<file path="config.mk">
export PLATFORM = sky130hd
export DESIGN_NAME = rename_stall_ctrl
export DESIGN_NICKNAME = d
export VERILOG_FILES = /design/src/rtl/rsc_pkg.sv /design/src/rtl/rsc_skid_buf.sv /design/src/rtl/rsc_ser_hold.sv /design/src/rtl/rsc_ctrl.sv /design/src/rtl/rename_stall_ctrl.sv
export SDC_FILE = /design/constraint.sdc
export NUM_CORES = 1
export LEC_CHECK = 0
export BUFFER_PORTS_ARGS = -buffer_cell sky130_fd_sc_hd__buf_2
export CORE_ASPECT_RATIO = 0.8
export CORE_MARGIN = 4
export CORE_UTILIZATION = 45
export CTS_CLUSTER_SIZE = 10
export DETAILED_ROUTE_END_ITERATION = 10
export GPL_TIMING_DRIVEN = 0
export PLACE_DENSITY = 0.64
export SETUP_SLACK_MARGIN = 0.15
export SYNTH_ARGS = -nofsm -noshare
export SYNTH_HDL_FRONTEND = slang
export SYNTH_SLANG_ARGS = --single-unit
</file>
<file path="constraint.sdc">
create_clock -name clk -period 7.1 [get_ports clk]
set_input_delay 0.71 -clock clk [delete_from_list [all_inputs] [get_ports clk]]
set_output_delay 0.71 -clock clk [all_outputs]
set_load 0.1 [all_outputs]
</file>
<file path="src/rtl/rsc_pkg.sv">
`timescale 1ns/1ps
package rsc_pkg;
  typedef enum logic [2:0] {
    ST_IDLE       = 3'd0,
    ST_RUN        = 3'd1,
    ST_BLOCKED    = 3'd2,
    ST_UNBLOCKING = 3'd3,
    ST_SQUASHING  = 3'd4,
    ST_SERSTALL   = 3'd5
  } rsc_state_e;
endpackage

</file>
<file path="src/rtl/rsc_skid_buf.sv">
`timescale 1ns/1ps
// Circular skid store; supports pop, push at the head and push at the tail.
module rsc_skid_buf #(
  parameter int W     = 10,
  parameter int DEPTH = 5,
  localparam int IDX_W = (DEPTH > 1) ? $clog2(DEPTH) : 1,
  localparam int CNT_W = $clog2(DEPTH + 1)
) (
  input  logic             clk,
  input  logic             rst_n,
  input  logic             clear,
  input  logic             pop,
  input  logic             push_front,
  input  logic [W-1:0]     front_data,
  input  logic             push_back,
  input  logic [W-1:0]     back_data,
  output logic [W-1:0]     head_data,
  output logic [CNT_W-1:0] count
);
  logic [W-1:0]     mem [DEPTH];
  logic [IDX_W-1:0] head_q, head_d, tail_idx, front_idx;
  logic [CNT_W-1:0] cnt_q, cnt_d;

  function automatic logic [IDX_W-1:0] idx_inc(input logic [IDX_W-1:0] i);
    return (int'(i) == DEPTH - 1) ? '0 : i + 1'b1;
  endfunction

  function automatic logic [IDX_W-1:0] idx_dec(input logic [IDX_W-1:0] i);
    return (i == '0) ? IDX_W'(DEPTH - 1) : i - 1'b1;
  endfunction

  always_comb begin
    int unsigned t;
    t = int'(head_q) + int'(cnt_q);
    if (t >= DEPTH) t = t - DEPTH;
    tail_idx  = IDX_W'(t);
    front_idx = idx_dec(head_q);
  end

  always_comb begin
    head_d = head_q;
    cnt_d  = cnt_q;
    if (clear) begin
      head_d = '0;
      cnt_d  = '0;
    end else begin
      if (pop)        head_d = idx_inc(head_q);
      if (push_front) head_d = front_idx;
      cnt_d = cnt_q + CNT_W'(push_front) + CNT_W'(push_back) - CNT_W'(pop);
    end
  end

  always_ff @(posedge clk) begin
    if (!rst_n) begin
      head_q <= '0;
      cnt_q  <= '0;
    end else begin
      head_q <= head_d;
      cnt_q  <= cnt_d;
    end
  end

  for (genvar g = 0; g < DEPTH; g++) begin : g_slot
    always_ff @(posedge clk) begin
      if (!clear && push_front && front_idx == IDX_W'(g))
        mem[g] <= front_data;
      else if (!clear && push_back && tail_idx == IDX_W'(g))
        mem[g] <= back_data;
    end
  end

  assign head_data = mem[head_q];
  assign count     = cnt_q;

  assert_no_overflow_R11: assert property (@(posedge clk) disable iff (!rst_n)
    cnt_q <= CNT_W'(DEPTH));
endmodule

</file>
<file path="src/rtl/rsc_ser_hold.sv">
`timescale 1ns/1ps
// Holding register for a serializing slot plus the pending serialize mark.
module rsc_ser_hold #(
  parameter int HW = 9
) (
  input  logic          clk,
  input  logic          rst_n,
  input  logic          clear,
  input  logic          load,
  input  logic [HW-1:0] load_data,
  output logic [HW-1:0] held_o,
  input  logic          pend_set,
  input  logic          pend_clr,
  output logic          pend_o
);
  logic [HW-1:0] held_q;
  logic          pend_q;

  always_ff @(posedge clk) begin
    if (!rst_n) begin
      held_q <= '0;
      pend_q <= 1'b0;
    end else begin
      if (clear)     held_q <= '0;
      else if (load) held_q <= load_data;
      if (pend_set)      pend_q <= 1'b1;
      else if (pend_clr) pend_q <= 1'b0;
    end
  end

  assign held_o = held_q;
  assign pend_o = pend_q;
endmodule

</file>
<file path="src/rtl/rsc_ctrl.sv">
`timescale 1ns/1ps
// Next-state and datapath steering for one rename thread.
module rsc_ctrl
  import rsc_pkg::*;
#(
  parameter int TAG_W = 8,
  parameter int CNT_W = 3,
  localparam int EW = TAG_W + 2
) (
  input  logic             clk,
  input  logic             rst_n,
  input  logic             in_valid,
  input  logic [EW-1:0]    in_ent,
  input  logic             squash,
  input  logic             rob_sq,
  input  logic             stall,
  input  logic             drained,
  input  logic [CNT_W-1:0] skid_cnt,
  input  logic [EW-1:0]    skid_head,
  input  logic             pend,
  output rsc_state_e       state,
  output logic             emit,
  output logic [TAG_W-1:0] emit_tag,
  output logic             block_set,
  output logic             unblock_set,
  output logic             skid_clear,
  output logic             skid_pop,
  output logic             skid_pushf,
  output logic             skid_pushb,
  output logic             hold_clear,
  output logic             hold_load,
  output logic [EW-2:0]    hold_ent,
  output logic             pend_set,
  output logic             pend_clr
);
  rsc_state_e        state_q, state_d;
  logic              cand_v, from_skid, eff_sb;
  logic [EW-1:0]     cand;
  logic [CNT_W:0]    skid_left;

  always_comb begin
    state_d     = state_q;
    emit        = 1'b0;
    emit_tag    = '0;
    block_set   = 1'b0;
    unblock_set = 1'b0;
    skid_clear  = 1'b0;
    skid_pop    = 1'b0;
    skid_pushf  = 1'b0;
    skid_pushb  = 1'b0;
    hold_clear  = 1'b0;
    hold_load   = 1'b0;
    pend_set    = 1'b0;
    pend_clr    = 1'b0;
    eff_sb      = 1'b0;
    from_skid   = (state_q == ST_UNBLOCKING);
    cand_v      = from_skid ? (skid_cnt != '0) : in_valid;
    cand        = from_skid ? skid_head : in_ent;
    hold_ent    = cand[EW-2:0];

    if (squash) begin
      state_d     = ST_SQUASHING;
      unblock_set = (state_q == ST_BLOCKED) || (state_q == ST_UNBLOCKING) ||
                    (state_q == ST_SERSTALL);
      skid_clear  = 1'b1;
      hold_clear  = 1'b1;
      pend_clr    = 1'b1;
    end else if (rob_sq) begin
      state_d    = ST_SQUASHING;
      skid_clear = 1'b1;
      hold_clear = 1'b1;
      pend_clr   = 1'b1;
    end else if (stall) begin
      block_set = (state_q != ST_BLOCKED) && (state_q != ST_UNBLOCKING);
      if (state_q != ST_SERSTALL) state_d = ST_BLOCKED;
      skid_pushb = in_valid && (state_q != ST_SQUASHING);
    end else if (state_q == ST_BLOCKED) begin
      state_d    = ST_UNBLOCKING;
      skid_pushb = in_valid;
    end else if (state_q == ST_SQUASHING) begin
      state_d = ST_RUN;
    end else if (state_q == ST_SERSTALL) begin
      skid_pushb = in_valid;
      if (drained) begin
        state_d    = ST_UNBLOCKING;
        skid_pushf = 1'b1;
        hold_clear = 1'b1;
      end
    end else begin
      skid_pushb = from_skid && in_valid;
      if (cand_v) begin
        skid_pop = from_skid;
        eff_sb   = cand[EW-1] || (pend && !drained);
        pend_clr = pend;
        if (eff_sb) begin
          state_d   = ST_SERSTALL;
          hold_load = 1'b1;
          block_set = !from_skid;
        end else begin
          emit     = 1'b1;
          emit_tag = cand[TAG_W-1:0];
          pend_set = cand[EW-2];
        end
      end else if (pend && drained) begin
        pend_clr = 1'b1;
      end
      if (state_q == ST_IDLE && cand_v && !eff_sb) state_d = ST_RUN;
    end

    skid_left = {1'b0, skid_cnt} - {{CNT_W{1'b0}}, skid_pop} + {{CNT_W{1'b0}}, skid_pushb};
    if (state_q == ST_UNBLOCKING && state_d == ST_UNBLOCKING && skid_left == '0) begin
      state_d     = ST_RUN;
      unblock_set = 1'b1;
    end
  end

  always_ff @(posedge clk) begin
    if (!rst_n) state_q <= ST_IDLE;
    else        state_q <= state_d;
  end

  assign state = state_q;

  assert_blocked_advances_R4: assert property (@(posedge clk) disable iff (!rst_n)
    (state_q == ST_BLOCKED && !squash && !rob_sq && !stall) |=> state_q == ST_UNBLOCKING);

  assert_serstall_holds_R9: assert property (@(posedge clk) disable iff (!rst_n)
    (state_q == ST_SERSTALL && stall && !squash && !rob_sq) |=> state_q == ST_SERSTALL);

  assert_rob_squash_state_R7: assert property (@(posedge clk) disable iff (!rst_n)
    (rob_sq && !squash) |=> state_q == ST_SQUASHING);
endmodule

</file>
<file path="src/rtl/rename_stall_ctrl.sv">
`timescale 1ns/1ps
module rename_stall_ctrl
  import rsc_pkg::*;
#(
  parameter int TAG_W    = 8,
  parameter int BP_DELAY = 2
) (
  input  logic             clk,
  input  logic             rst_n,
  input  logic             in_valid_i,
  input  logic [TAG_W-1:0] in_tag_i,
  input  logic             in_ser_before_i,
  input  logic             in_ser_after_i,
  input  logic             squash_i,
  input  logic             rob_squashing_i,
  input  logic             stall_i,
  input  logic             pipe_drained_i,
  output logic             out_valid_o,
  output logic [TAG_W-1:0] out_tag_o,
  output logic             block_o,
  output logic             unblock_o,
  output logic [2:0]       state_o
);
  localparam int EW         = TAG_W + 2;
  localparam int SKID_DEPTH = 2 * BP_DELAY + 1;
  localparam int CNT_W      = $clog2(SKID_DEPTH + 1);

  logic [EW-1:0]    in_ent, skid_head;
  logic [EW-2:0]    held, hold_ent;
  logic [CNT_W-1:0] skid_cnt;
  logic             pend, emit, block_set, unblock_set;
  logic             skid_clear, skid_pop, skid_pushf, skid_pushb;
  logic             hold_clear, hold_load, pend_set, pend_clr;
  logic [TAG_W-1:0] emit_tag;
  rsc_state_e       state;

  assign in_ent = {in_ser_before_i, in_ser_after_i, in_tag_i};

  rsc_ctrl #(.TAG_W(TAG_W), .CNT_W(CNT_W)) u_ctrl (
    .clk(clk), .rst_n(rst_n), .in_valid(in_valid_i), .in_ent(in_ent),
    .squash(squash_i), .rob_sq(rob_squashing_i), .stall(stall_i),
    .drained(pipe_drained_i), .skid_cnt(skid_cnt), .skid_head(skid_head),
    .pend(pend), .state(state), .emit(emit), .emit_tag(emit_tag),
    .block_set(block_set), .unblock_set(unblock_set),
    .skid_clear(skid_clear), .skid_pop(skid_pop), .skid_pushf(skid_pushf),
    .skid_pushb(skid_pushb), .hold_clear(hold_clear), .hold_load(hold_load),
    .hold_ent(hold_ent), .pend_set(pend_set), .pend_clr(pend_clr)
  );

  rsc_skid_buf #(.W(EW), .DEPTH(SKID_DEPTH)) u_skid (
    .clk(clk), .rst_n(rst_n), .clear(skid_clear), .pop(skid_pop),
    .push_front(skid_pushf), .front_data({1'b0, held}),
    .push_back(skid_pushb), .back_data(in_ent),
    .head_data(skid_head), .count(skid_cnt)
  );

  rsc_ser_hold #(.HW(EW - 1)) u_hold (
    .clk(clk), .rst_n(rst_n), .clear(hold_clear), .load(hold_load),
    .load_data(hold_ent), .held_o(held), .pend_set(pend_set),
    .pend_clr(pend_clr), .pend_o(pend)
  );

  always_ff @(posedge clk) begin
    if (!rst_n) begin
      out_valid_o <= 1'b0;
      out_tag_o   <= '0;
      block_o     <= 1'b0;
      unblock_o   <= 1'b0;
    end else begin
      out_valid_o <= emit;
      out_tag_o   <= emit_tag;
      block_o     <= block_set;
      unblock_o   <= unblock_set && !block_set;
    end
  end

  assign state_o = state;

  assert_no_dual_handshake_R12: assert property (@(posedge clk) disable iff (!rst_n)
    !(block_o && unblock_o));

  assert_squash_silences_R6: assert property (@(posedge clk) disable iff (!rst_n)
    squash_i |=> (!out_valid_o && state_o == ST_SQUASHING));

  assert_stall_no_emit_R3: assert property (@(posedge clk) disable iff (!rst_n)
    stall_i |=> !out_valid_o);
endmodule

</file>
==> results of run 1 <==
-- power by group --
group | total [mW] | internal [mW] | switching, mW
registers | 0.509 | 0.507 | 0.00119
clock network | 0.461 | 0.278 | 0.183
logic | 0.0480 | 0.0147 | 0.0332
-- state kept, by name (all words and copies together) (netlist names), named ones only --
register       count
u_hold.held_o      9
block_o            1
u_skid.head_q      3
out_tag_o          8
out_valid_o        1
u_hold.pend_o      1
unblock_o          1
u_skid.count       3
u_ctrl.state       3
u_skid.mem        50
-- routing by layer --
metal  up-vias  global-route usage  wire (um)
met3         6              0.0495        516
met4         0              0.0343         67
met2        73               0.272       4540
met1      1532               0.279       5110
met5         -                   0          0
li1       1503                   -          -
-- layout make-up --
cell class,count,area share
Multi-Input combinational cell,267,0.433
Sequential cell,83,0.420
Clock buffer,10,0.0464
Tap cell,136,0.0331
Timing Repair Buffer,31,0.0306
Inverter,23,0.0168
Clock inverter,5,0.0105
Buffer,10,0.00924
-- placed cells by master (no fill, tap or decap), drive strengths merged, types with 5 or more instances in the layout --
master,n
nor3,7
nor2,34
a21oi,10
ha,15
clkbuf,15
mux2i,23
and2,11
mux2,46
edfxtp,50
nor2b,5
inv,23
dfxtp,33
o21ai,16
nand2,29
nand3,9
buf,36
mux4,10
-- logic make-up (layout without fill, tap and decap cells) --
kind of cell    Yosys count  after routing  synth area share
simple gates            117            117             0.133
mux                      79             79             0.215
buf+inv                  33             79            0.0296
xor+xnor                  3              3           0.00746
compound gates           49             49            0.0785
fa+ha+maj                19             19            0.0591
flops                    83             83             0.478
-- metrics by stage --
step / std cells / hold slack (ns) / total power, mW / worst slack (ns) / utilization
CTS: 565 / 0.495 / 1.02 / 2.95 / 0.529
detailed placement: 550 / 0.482 / 0.566 / 2.90 / 0.499
global placement: 549 / 0.470 / 0.565 / 2.98 / 0.498
floorplan: 383 / 0.461 / 0.549 / 3.10 / -
finish: 565 / 0.491 / 1.02 / 2.87 / 0.529
global route: 565 / 0.534 / 1.05 / 2.63 / 0.529
-- worst min path at each step --
stage | to | startpoint | depth (start not counted) | slack [ns]
2_1_floorplan | u_hold.pend_o | u_hold.pend_o | 1 | 0.46
3_5_place_dp | u_hold.pend_o | u_hold.pend_o | 1 | 0.48
4_1_cts | u_hold.pend_o | u_hold.pend_o | 1 | 0.50
3_3_place_gp | u_hold.pend_o | u_hold.pend_o | 1 | 0.47
6_report | u_hold.pend_o | u_hold.pend_o | 1 | 0.49
5_1_grt | u_hold.pend_o | u_hold.pend_o | 1 | 0.53
-- cell usage after synthesis, types with 5 or more instances --
cell type / number
nor2b_1: 5
a21oi_1: 10
mux2i_1: 23
o21ai_0: 16
edfxtp_1: 50
inv_1: 23
clkbuf_1: 5
nor3_1: 7
ha_1: 15
nand3_1: 6
and2_1: 11
mux2_2: 46
dfxtp_1: 33
mux4_2: 10
nand2_1: 29
nor2_1: 34
==> summary.md, run 1 <==
| Metric | Value |
|---|---|
| Source of the critical timing path | u_ctrl.state[1] |
| Post-CTS resize count | 0 |
| Area after DPL | 0.00485 sq mm |
| TritonCTS Sinks | 83 |
| Die Ht | 97.7 um |
| Maximum clock frequency | 237 MHz |
| Area of the multi-input gates | 0.00223 sq mm |
| Avg Inst Size Synth | 11.8 sq um |
| Final max-slew violation count | 0 |
| Pwr Density | 198 mW/mm^2 |
| H-tree lvl count | 3 |
| Worst-Skew Late Latency | 0.34 ns |
| CP top delay family | compound AO/OA/AOI/OAI gates |
| Max_slew headroom | 0.129 |
| # Max-Cap Violations | 0 |
| Initial core utilization | 0.465 |
| Fin. Hold Viols | 0 |
| FF-to-FF setup slack | 2.87 ns |
| Clk slew on worst S/H paths | 0.06 ns |
| Post-DP HPWL | 6790 um |
| DRT iter0 DRCs | 211 |
| Die Wd | 120 um |
| Yosys top cell area share | 0.332 |
| Nets@finish | 461 |
| Worst path max stage delay | 0.59 ns |
| VDD IR-drop max | 117 uV |
| FF-to-FF Start | u_ctrl.state[1] |
| Initial antenna violation count | 0 |
| FP Rows | 32 |
| DRC violations left | 0 |
| Synthesized area | 0.00453 sq mm |
| Post-synthesis cell count | 383 |
| Layout cells sized above 1 | 0.266 |
| # port buffers | 30 |
| WP buf/inv | 5 |
| Critical path depth | 15 |
| Critical Path Fanout Max | 10 |
| Setup crit start kind | flop |
| Yosys warns | 0 |
| Critical Path RT | 7.34 ns |
| WL final | 10200 um |
| Post-CTS Setup Inserts | 0 |
| Static leakage | 2.22 nW |
| Register area share after synthesis | 0.478 |
| Num CTS Buffers | 9 |
| Layout Skew | 0.00701 ns |
| CP max stage cell | a2111oi_0 |
| Die Area | 0.0117 sq mm |
| Number of global-route vias before repair | 3036 |
| Crit path cell chain | clkbuf_1 -> nand3b_1 -> clkbuf_1 -> or3_1 -> inv_1 -> ha_1 -> inv_1 -> ha_1 -> inv_1 -> fa_1 -> xor2_1 -> nand3b_1 -> a2111oi_0 -> o21ai_0 -> a221oi_1 |
| Top Ports | 31 |
| Least-Margin Pin Slew | 1.30 ns |
| Fillers | 862 |
| Gr ovfl total | 0 |
| Worst Path Arrival | 4.47 ns |
| Number of enable flip-flop cells after synthesis | 50 |
| Crit path capture type | flop |
| DRT antenna net count | 0 |
| Synth area leader | edfxtp_1 |
| Setup TNS after final layout | 0 ns |
| Cts hold-fix bufs | 0 |
| Syn Nets | 419 |
| Global Route Usage Sum | 0.186 |
| Layout area overhead | 13.7% |
| Final period utilization | 0.595 |
| Largest net degree at the start of global routing | 14 |
| First-pass GRT wire length | 16700 um |
| FF-to-FF End | unblock_o |
| Root buffer cell | clkbuf_16 |
| Hold Crit Class | reg -> reg |
| Via count | 3114 |
| Final GP Congestion | 0.848 |
| Asr flop ratio synth | 0 |
| Status | finished, final reports clean |
| Synth unique cells | 53 |
| Fin area | 0.00515 sq mm |
| Final min period | 4.23 ns |
| Drt first pass iters | 4 |
| Worst Setup EP | unblock_o |
| Most frequent CP cell | inv_1 |
| CTS tree | built |
| Clock tree buffer depth | 2 |
| Post-synthesis register bit count | 83 |
| Synth area leaders | edfxtp_1 33%, dfxtp_1 15%, mux2_2 11% |
| N_diodes | 0 |
| DR WL/cell | 18.1 um |
| Via/cell ratio | 5.51 |
| Crit Path Class | reg -> reg |
| RSZ-0062 raised after global routing | no |
| Core Region | 0.00973 sq mm |
| Storage cell area | 0.00216 sq mm |
| Final Setup Violations | 0 |
| R2r worst-path depth | 15 |
| Top FF cell, synth | edfxtp_1 |
No activity file was read; power rests on OpenSTA's default activity.
==> inputs of run 2 (changes only) <==
Settings changed: PLACE_DENSITY 0.64 to 0.67.
Clock period 7.1 ns to 3.4 ns, I/O delays scaled along.
==> run 2 against run 1 <==
Compared with the run above:
- die area did not move
- cell area rose by 6.9%
- global-route usage fell by 0.18 points
- highest routed layer unchanged
- sequential power rose by 110%
- critical endpoint unchanged
- critical path depth fell by 1
==> summary.md, run 2 (same netlist as run 1, synthesis figures left out) <==
| Metric | Value |
|---|---|
| Area after DPL | 0.00489 sq mm |
| Global Route Usage Sum | 0.184 |
| Layout area overhead | 21.6% |
| Combinational power share | 0.049 |
| DRT iter0 DRCs | 293 |
| Largest Register | u_skid.mem |
| Final max-slew violation count | 0 |
| Fin. Hold Viols | 0 |
| Clk network pwr share | 0.475 |
| Crit Path Class | reg -> reg |
| Placement-stage worst setup slack | -0.357 ns |
| Worst Path Arrival | 3.45 ns |
| # Max-Cap Violations | 0 |
| Sequential power share | 0.476 |
| Via count | 3253 |
| Final Worst Setup Slack | 0.200 ns |
| FP Rows | 32 |
| Cts hold-fix bufs | 0 |
| Clk slew on worst S/H paths | 0.07 ns |
| Root buffer cell | clkbuf_16 |
| Most common cell after layout, fill and taps aside | edfxtp_1 |
| CTS tree | built |
| Layout cells sized above 1 | 0.363 |
| Least-Margin Pin Slew | 0.753 ns |
| DRT antenna net count | 0 |
| WP buf/inv | 5 |
| Final period utilization | 0.941 |
| Layout Skew | 0.00937 ns |
| TritonCTS Sinks | 83 |
| Via/cell ratio | 5.62 |
| Critical Path RT | 3.65 ns |
| Die Ht | 97.7 um |
| DR WL/cell | 18.6 um |
| Internal | 1.74 mW |
| Die Wd | 120 um |
| Worst path max stage delay | 0.52 ns |
| Setup crit start kind | flop |
| Max_slew headroom | 0.498 |
| Critical Path Fanout Max | 8 |
| Clock tree buffer depth | 2 |
| CP max stage cell | fa_2 |
| First-pass GRT wire length | 16700 um |
| Crit path capture type | flop |
| Status | finished, final reports clean |
| CP top delay family | adder cells |
| Initial antenna violation count | 0 |
| Sw frac | 0.219 |
| H-tree lvl count | 3 |
| Crit path cell chain | buf_8 -> nand3b_1 -> buf_8 -> or3_4 -> inv_4 -> ha_4 -> inv_2 -> ha_4 -> inv_2 -> fa_2 -> nand3b_1 -> a2111oi_4 -> o21ai_1 -> a221oi_2 |
| Initial core utilization | 0.465 |
| Final GP Congestion | 0.833 |
| Max reg flops | 50 |
| Largest net degree at the start of global routing | 16 |
| Top Ports | 31 |
| DRC violations left | 0 |
| Die Area | 0.0117 sq mm |
| Number of global-route vias before repair | 3186 |
| Most frequent cells in the layout | 50 x edfxtp_1, 45 x mux2_2, 34 x nor2_1 |
| Maximum clock frequency | 313 MHz |
| Static leakage | 2.31 nW |
| Core Region | 0.00973 sq mm |
| VDD IR-drop max | 246 uV |
| Final Setup Violations | 0 |
| Fin area | 0.00550 sq mm |
| N_diodes | 0 |
| # port buffers | 30 |
| Setup TNS after final layout | 0 ns |
| Final min period | 3.20 ns |
| Worst-Skew Late Latency | 0.34 ns |
| P_sw | 0.489 mW |
| Worst hold margin | 0.267 ns |
| Pwr Density | 405 mW/mm^2 |
| Post-Place Cells | 550 |
| Post-DP HPWL | 7000 um |
| Nets@finish | 474 |
| Fin cells | 579 |
| Drt first pass iters | 5 |
| Hold Crit Class | in -> reg |
| RSZ-0062 raised after global routing | yes |
| WL final | 10800 um |
| Num CTS Buffers | 9 |
| Gr ovfl total | 0 |
## run 2: cell count changes in the layout (fill, tap and decap cells not counted), moves of 3 or more
| cell | previous run | this run |
|---|---|---|
| nand2_1 | 29 | 26 |
| dfxtp_4 | 0 | 3 |
| nand2_2 | 0 | 3 |
| clkbuf_1 | 5 | 1 |
| ha_1 | 15 | 11 |
| buf_4 | 3 | 14 |
| nand3_2 | 3 | 0 |
| mux2i_1 | 23 | 20 |
| inv_1 | 23 | 20 |
| dfxtp_1 | 33 | 28 |
| nand3_4 | 0 | 4 |
## run 2: repair_timing
action                                 CTS  global route
pin swaps                                3             8
buffers inserted                         3             9
gates cloned                             0             2
setup endpoints to repair               98            87
gates resized for setup                 14            31
endpoints found under the hold margin    0             0
## run 2: power by group through the flow
stage / clock [mW] / sequential (mW) / combinational (mW)
finish: 1.06 / 1.06 / 0.109
global route: 1.12 / 1.06 / 0.119
CTS: 1.08 / 1.06 / 0.101
detailed placement: 0 / 1.08 / 0.101
global placement: 0 / 1.08 / 0.0989
floorplan: 0 / 1.10 / 0.0456
## run 2: cell type report
class / instances / area (sq um)
fillers: 830 / 4230
multi-input cells: 268 / 2410
flip-flops and latches: 83 / 2180
repair buffers: 44 / 272
clock buffers: 9 / 225
well taps: 136 / 170
clock inverters: 7 / 98.8
inverters: 23 / 88.8
plain buffers: 9 / 67.6
## run 2: final timing paths
check                  startpoint              end  slack (ns)  depth (start not counted)
setup / recovery  u_ctrl.state[1]        unblock_o        0.20                         14
hold / removal              rst_n  u_ctrl.state[2]        0.27                          2
setup reg to reg  u_ctrl.state[1]        unblock_o        0.20                         14
hold reg to reg     u_hold.pend_o    u_hold.pend_o        0.53                          1
## run 2: per-stage QoR
| stage | util | power, mW |
|---|---|---|
| 6_report | 0.566 | 2.23 |
| 5_1_grt | 0.566 | 2.30 |
| 4_1_cts | 0.547 | 2.24 |
| 3_5_place_dp | 0.503 | 1.18 |
| 3_3_place_gp | 0.502 | 1.18 |
| 2_1_floorplan | - | 1.15 |
## run 2: layer usage
metal / GRT usage / up-vias / part of all wire
met5: 0 / - / 0
met4: 0.0431 / 0 / 0.012
met3: 0.0501 / 15 / 0.047
met2: 0.303 / 94 / 0.49
met1: 0.242 / 1605 / 0.45
li1: - / 1539 / -
==> inputs of run 3 (changes only) <==
==> constraint.sdc (replaced) <==
create_clock -name clk -period 3.4 [get_ports clk]
set_input_delay 0.68 -clock clk [delete_from_list [all_inputs] [get_ports clk]]
set_output_delay 0.68 -clock clk [all_outputs]
set_load 0.1 [all_outputs]
==> run 3 against run 2 <==
Compared with the run above:
- worst hold slack better by 0.23 ns
- die area unchanged
- sequential share of layout area up 0.067 points
- cell area down 0.34%
- global-route usage up 0.16 points
- via count down 1.1%
- critical path depth down 3
- first-iteration DRC count down 27%
- largest power group unchanged
==> summary.md, run 3 (same netlist as run 1, synthesis figures left out) <==
| Metric | Value |
|---|---|
| DRT iter0 DRCs | 213 |
| Gr ovfl total | 0 |
| Layout area overhead | 21.2% |
| Final Worst Setup Slack | 0.277 ns |
| DRC violations left | 0 |
| CP top delay family | adder cells |
| WL final | 10700 um |
| Nets@finish | 479 |
| Most frequent CP cell | ha_2 |
| Largest net degree at the start of global routing | 14 |
| H-tree lvl count | 3 |
| Max_slew headroom | 0.434 |
| Total chip power | 2.09 mW |
| # Max-Cap Violations | 0 |
| Cts hold-fix bufs | 0 |
| Top Ports | 31 |
| Post-DP HPWL | 6920 um |
| Worst hold margin | 0.499 ns |
| DR WL/cell | 18.3 um |
| Initial core utilization | 0.465 |
| GR Layer Usage met3 | 0.0390 |
| # port buffers | 30 |
| Maximum clock frequency | 320 MHz |
| Number of global-route vias before repair | 3111 |
| Grt peak-use layer | met2 |
| Worst-Skew Late Latency | 0.34 ns |
| Die Ht | 97.7 um |
| Met2 usage | 0.297 |
| Setup crit start kind | flop |
| Hold Crit Class | reg -> reg |
| Most common cell after layout, fill and taps aside | edfxtp_1 |
| WP buf/inv | 3 |
| Root buffer cell | clkbuf_16 |
| Static leakage | 2.32 nW |
| FP Rows | 32 |
| RSZ-0062 raised after global routing | no |
| CTS tree | built |
| TritonCTS Sinks | 83 |
| Final min period | 3.12 ns |
| Fin area | 0.00549 sq mm |
| CP max stage cell | fa_2 |
| DRT antenna net count | 0 |
| VDD IR-drop max | 267 uV |
| Area after DPL | 0.00488 sq mm |
| Worst Path Arrival | 3.21 ns |
| Via count | 3217 |
| Status | finished, final reports clean |
| Clock tree buffer depth | 2 |
| Layout cells sized above 1 | 0.364 |
| Core Region | 0.00973 sq mm |
| Least-Margin Pin Slew | 0.842 ns |
| Drt first pass iters | 4 |
| Via/cell ratio | 5.51 |
| Crit path cell chain | ha_2 -> fa_2 -> inv_1 -> ha_2 -> nand2b_1 -> a221oi_4 -> buf_6 -> mux2i_4 -> nor3b_4 -> buf_4 -> mux2_2 |
| Final GP Congestion | 0.813 |
| Met1 GRT Util | 0.254 |
| Final period utilization | 0.919 |
| Crit Path Class | reg -> reg |
| Die Area | 0.0117 sq mm |
| Global Route Usage Sum | 0.185 |
| Critical Path Fanout Max | 7 |
| N_diodes | 0 |
| Die Wd | 120 um |
| Clk slew on worst S/H paths | 0.06 ns |
| Final max-slew violation count | 0 |
| Layout Skew | 0.00507 ns |
| Fin. Hold Viols | 0 |
| Initial antenna violation count | 0 |
| Fillers | 822 |
| Critical Path RT | 3.48 ns |
| Worst path max stage delay | 0.44 ns |
| Num CTS Buffers | 9 |
| First-pass GRT wire length | 16600 um |
| Util after Layout | 0.564 |
| Largest Register | u_skid.mem |
| Final Setup Violations | 0 |
| Crit path capture type | flop |
| Most frequent cells in the layout | 50 x edfxtp_1, 45 x mux2_2, 34 x nor2_1 |
| Pwr Density | 381 mW/mm^2 |
| Max reg flops | 50 |
| Placement-stage worst setup slack | -0.468 ns |
[run 3: cell types whose count changed in the layout (fill, tap and decap cells not counted), sizes merged]
cell | previous run | this run
inv | 25 | 23
clkinvlp | 1 | 0
buf | 52 | 54
clkinv | 2 | 5
bufinv | 2 | 0
clkbuf | 10 | 15
[run 3: layout make-up]
type / count / area [sq um] / share of cell area
Multi-Input combinational cell: 268 / 2400 / 0.437
Sequential cell: 83 / 2170 / 0.396
Timing Repair Buffer: 49 / 303 / 0.0552
Clock buffer: 11 / 253 / 0.0461
Tap cell: 136 / 170 / 0.0310
Inverter: 23 / 88.8 / 0.0162
Buffer: 9 / 71.3 / 0.0130
Clock inverter: 5 / 27.5 / 0.00502
[run 3: layer usage]
layer	up-vias	routed length, um	part of all wire
li1	1536	-	-
met1	1580	4820	0.45
met2	93	5140	0.48
met3	8	594	0.056
met4	0	108	0.010
met5	-	0	0
[run 3: power breakdown]
group	internal [mW]	switching, mW
clock network	0.529	0.386
logic	0.0378	0.0706
registers	1.06	0.00455
[run 3: per-stage QoR]
step	instances	TNS, ns
floorplan	383	0
global placement	549	-6.81
detailed placement	550	-11.37
CTS	575	0
global route	584	0
finish	584	0
[run 3: what timing repair did]
action | CTS | global route
pin swaps | 9 | 3
hold endpoints to repair | 0 | 0
setup endpoints to repair | 99 | 95
buffers inserted | 10 | 7
resized for setup | 34 | 12
gates cloned | 0 | 2
[run 3: worst reg2reg max path: cells and delay by family (launching register included)]
| family | cells | cell delay (ns) |
|---|---|---|
| adder cells (fa/ha/maj) | 3 | 0.90 |
| buffers and inverters | 3 | 0.48 |
| multiplexers | 2 | 0.45 |
| AND/OR/NAND/NOR | 2 | 0.41 |
| flip-flops | 1 | 0.40 |
| AO/OA/AOI/OAI | 1 | 0.24 |
[run 3: worst paths after layout]
path	startpoint	slack, ns	endpoint	cells past startpoint
max	u_skid.head_q[0]	0.28	u_skid.mem[0][1]	11
min	u_hold.pend_o	0.50	u_hold.pend_o	1
max reg2reg	u_skid.head_q[0]	0.28	u_skid.mem[0][1]	11
min reg2reg	u_hold.pend_o	0.50	u_hold.pend_o	1
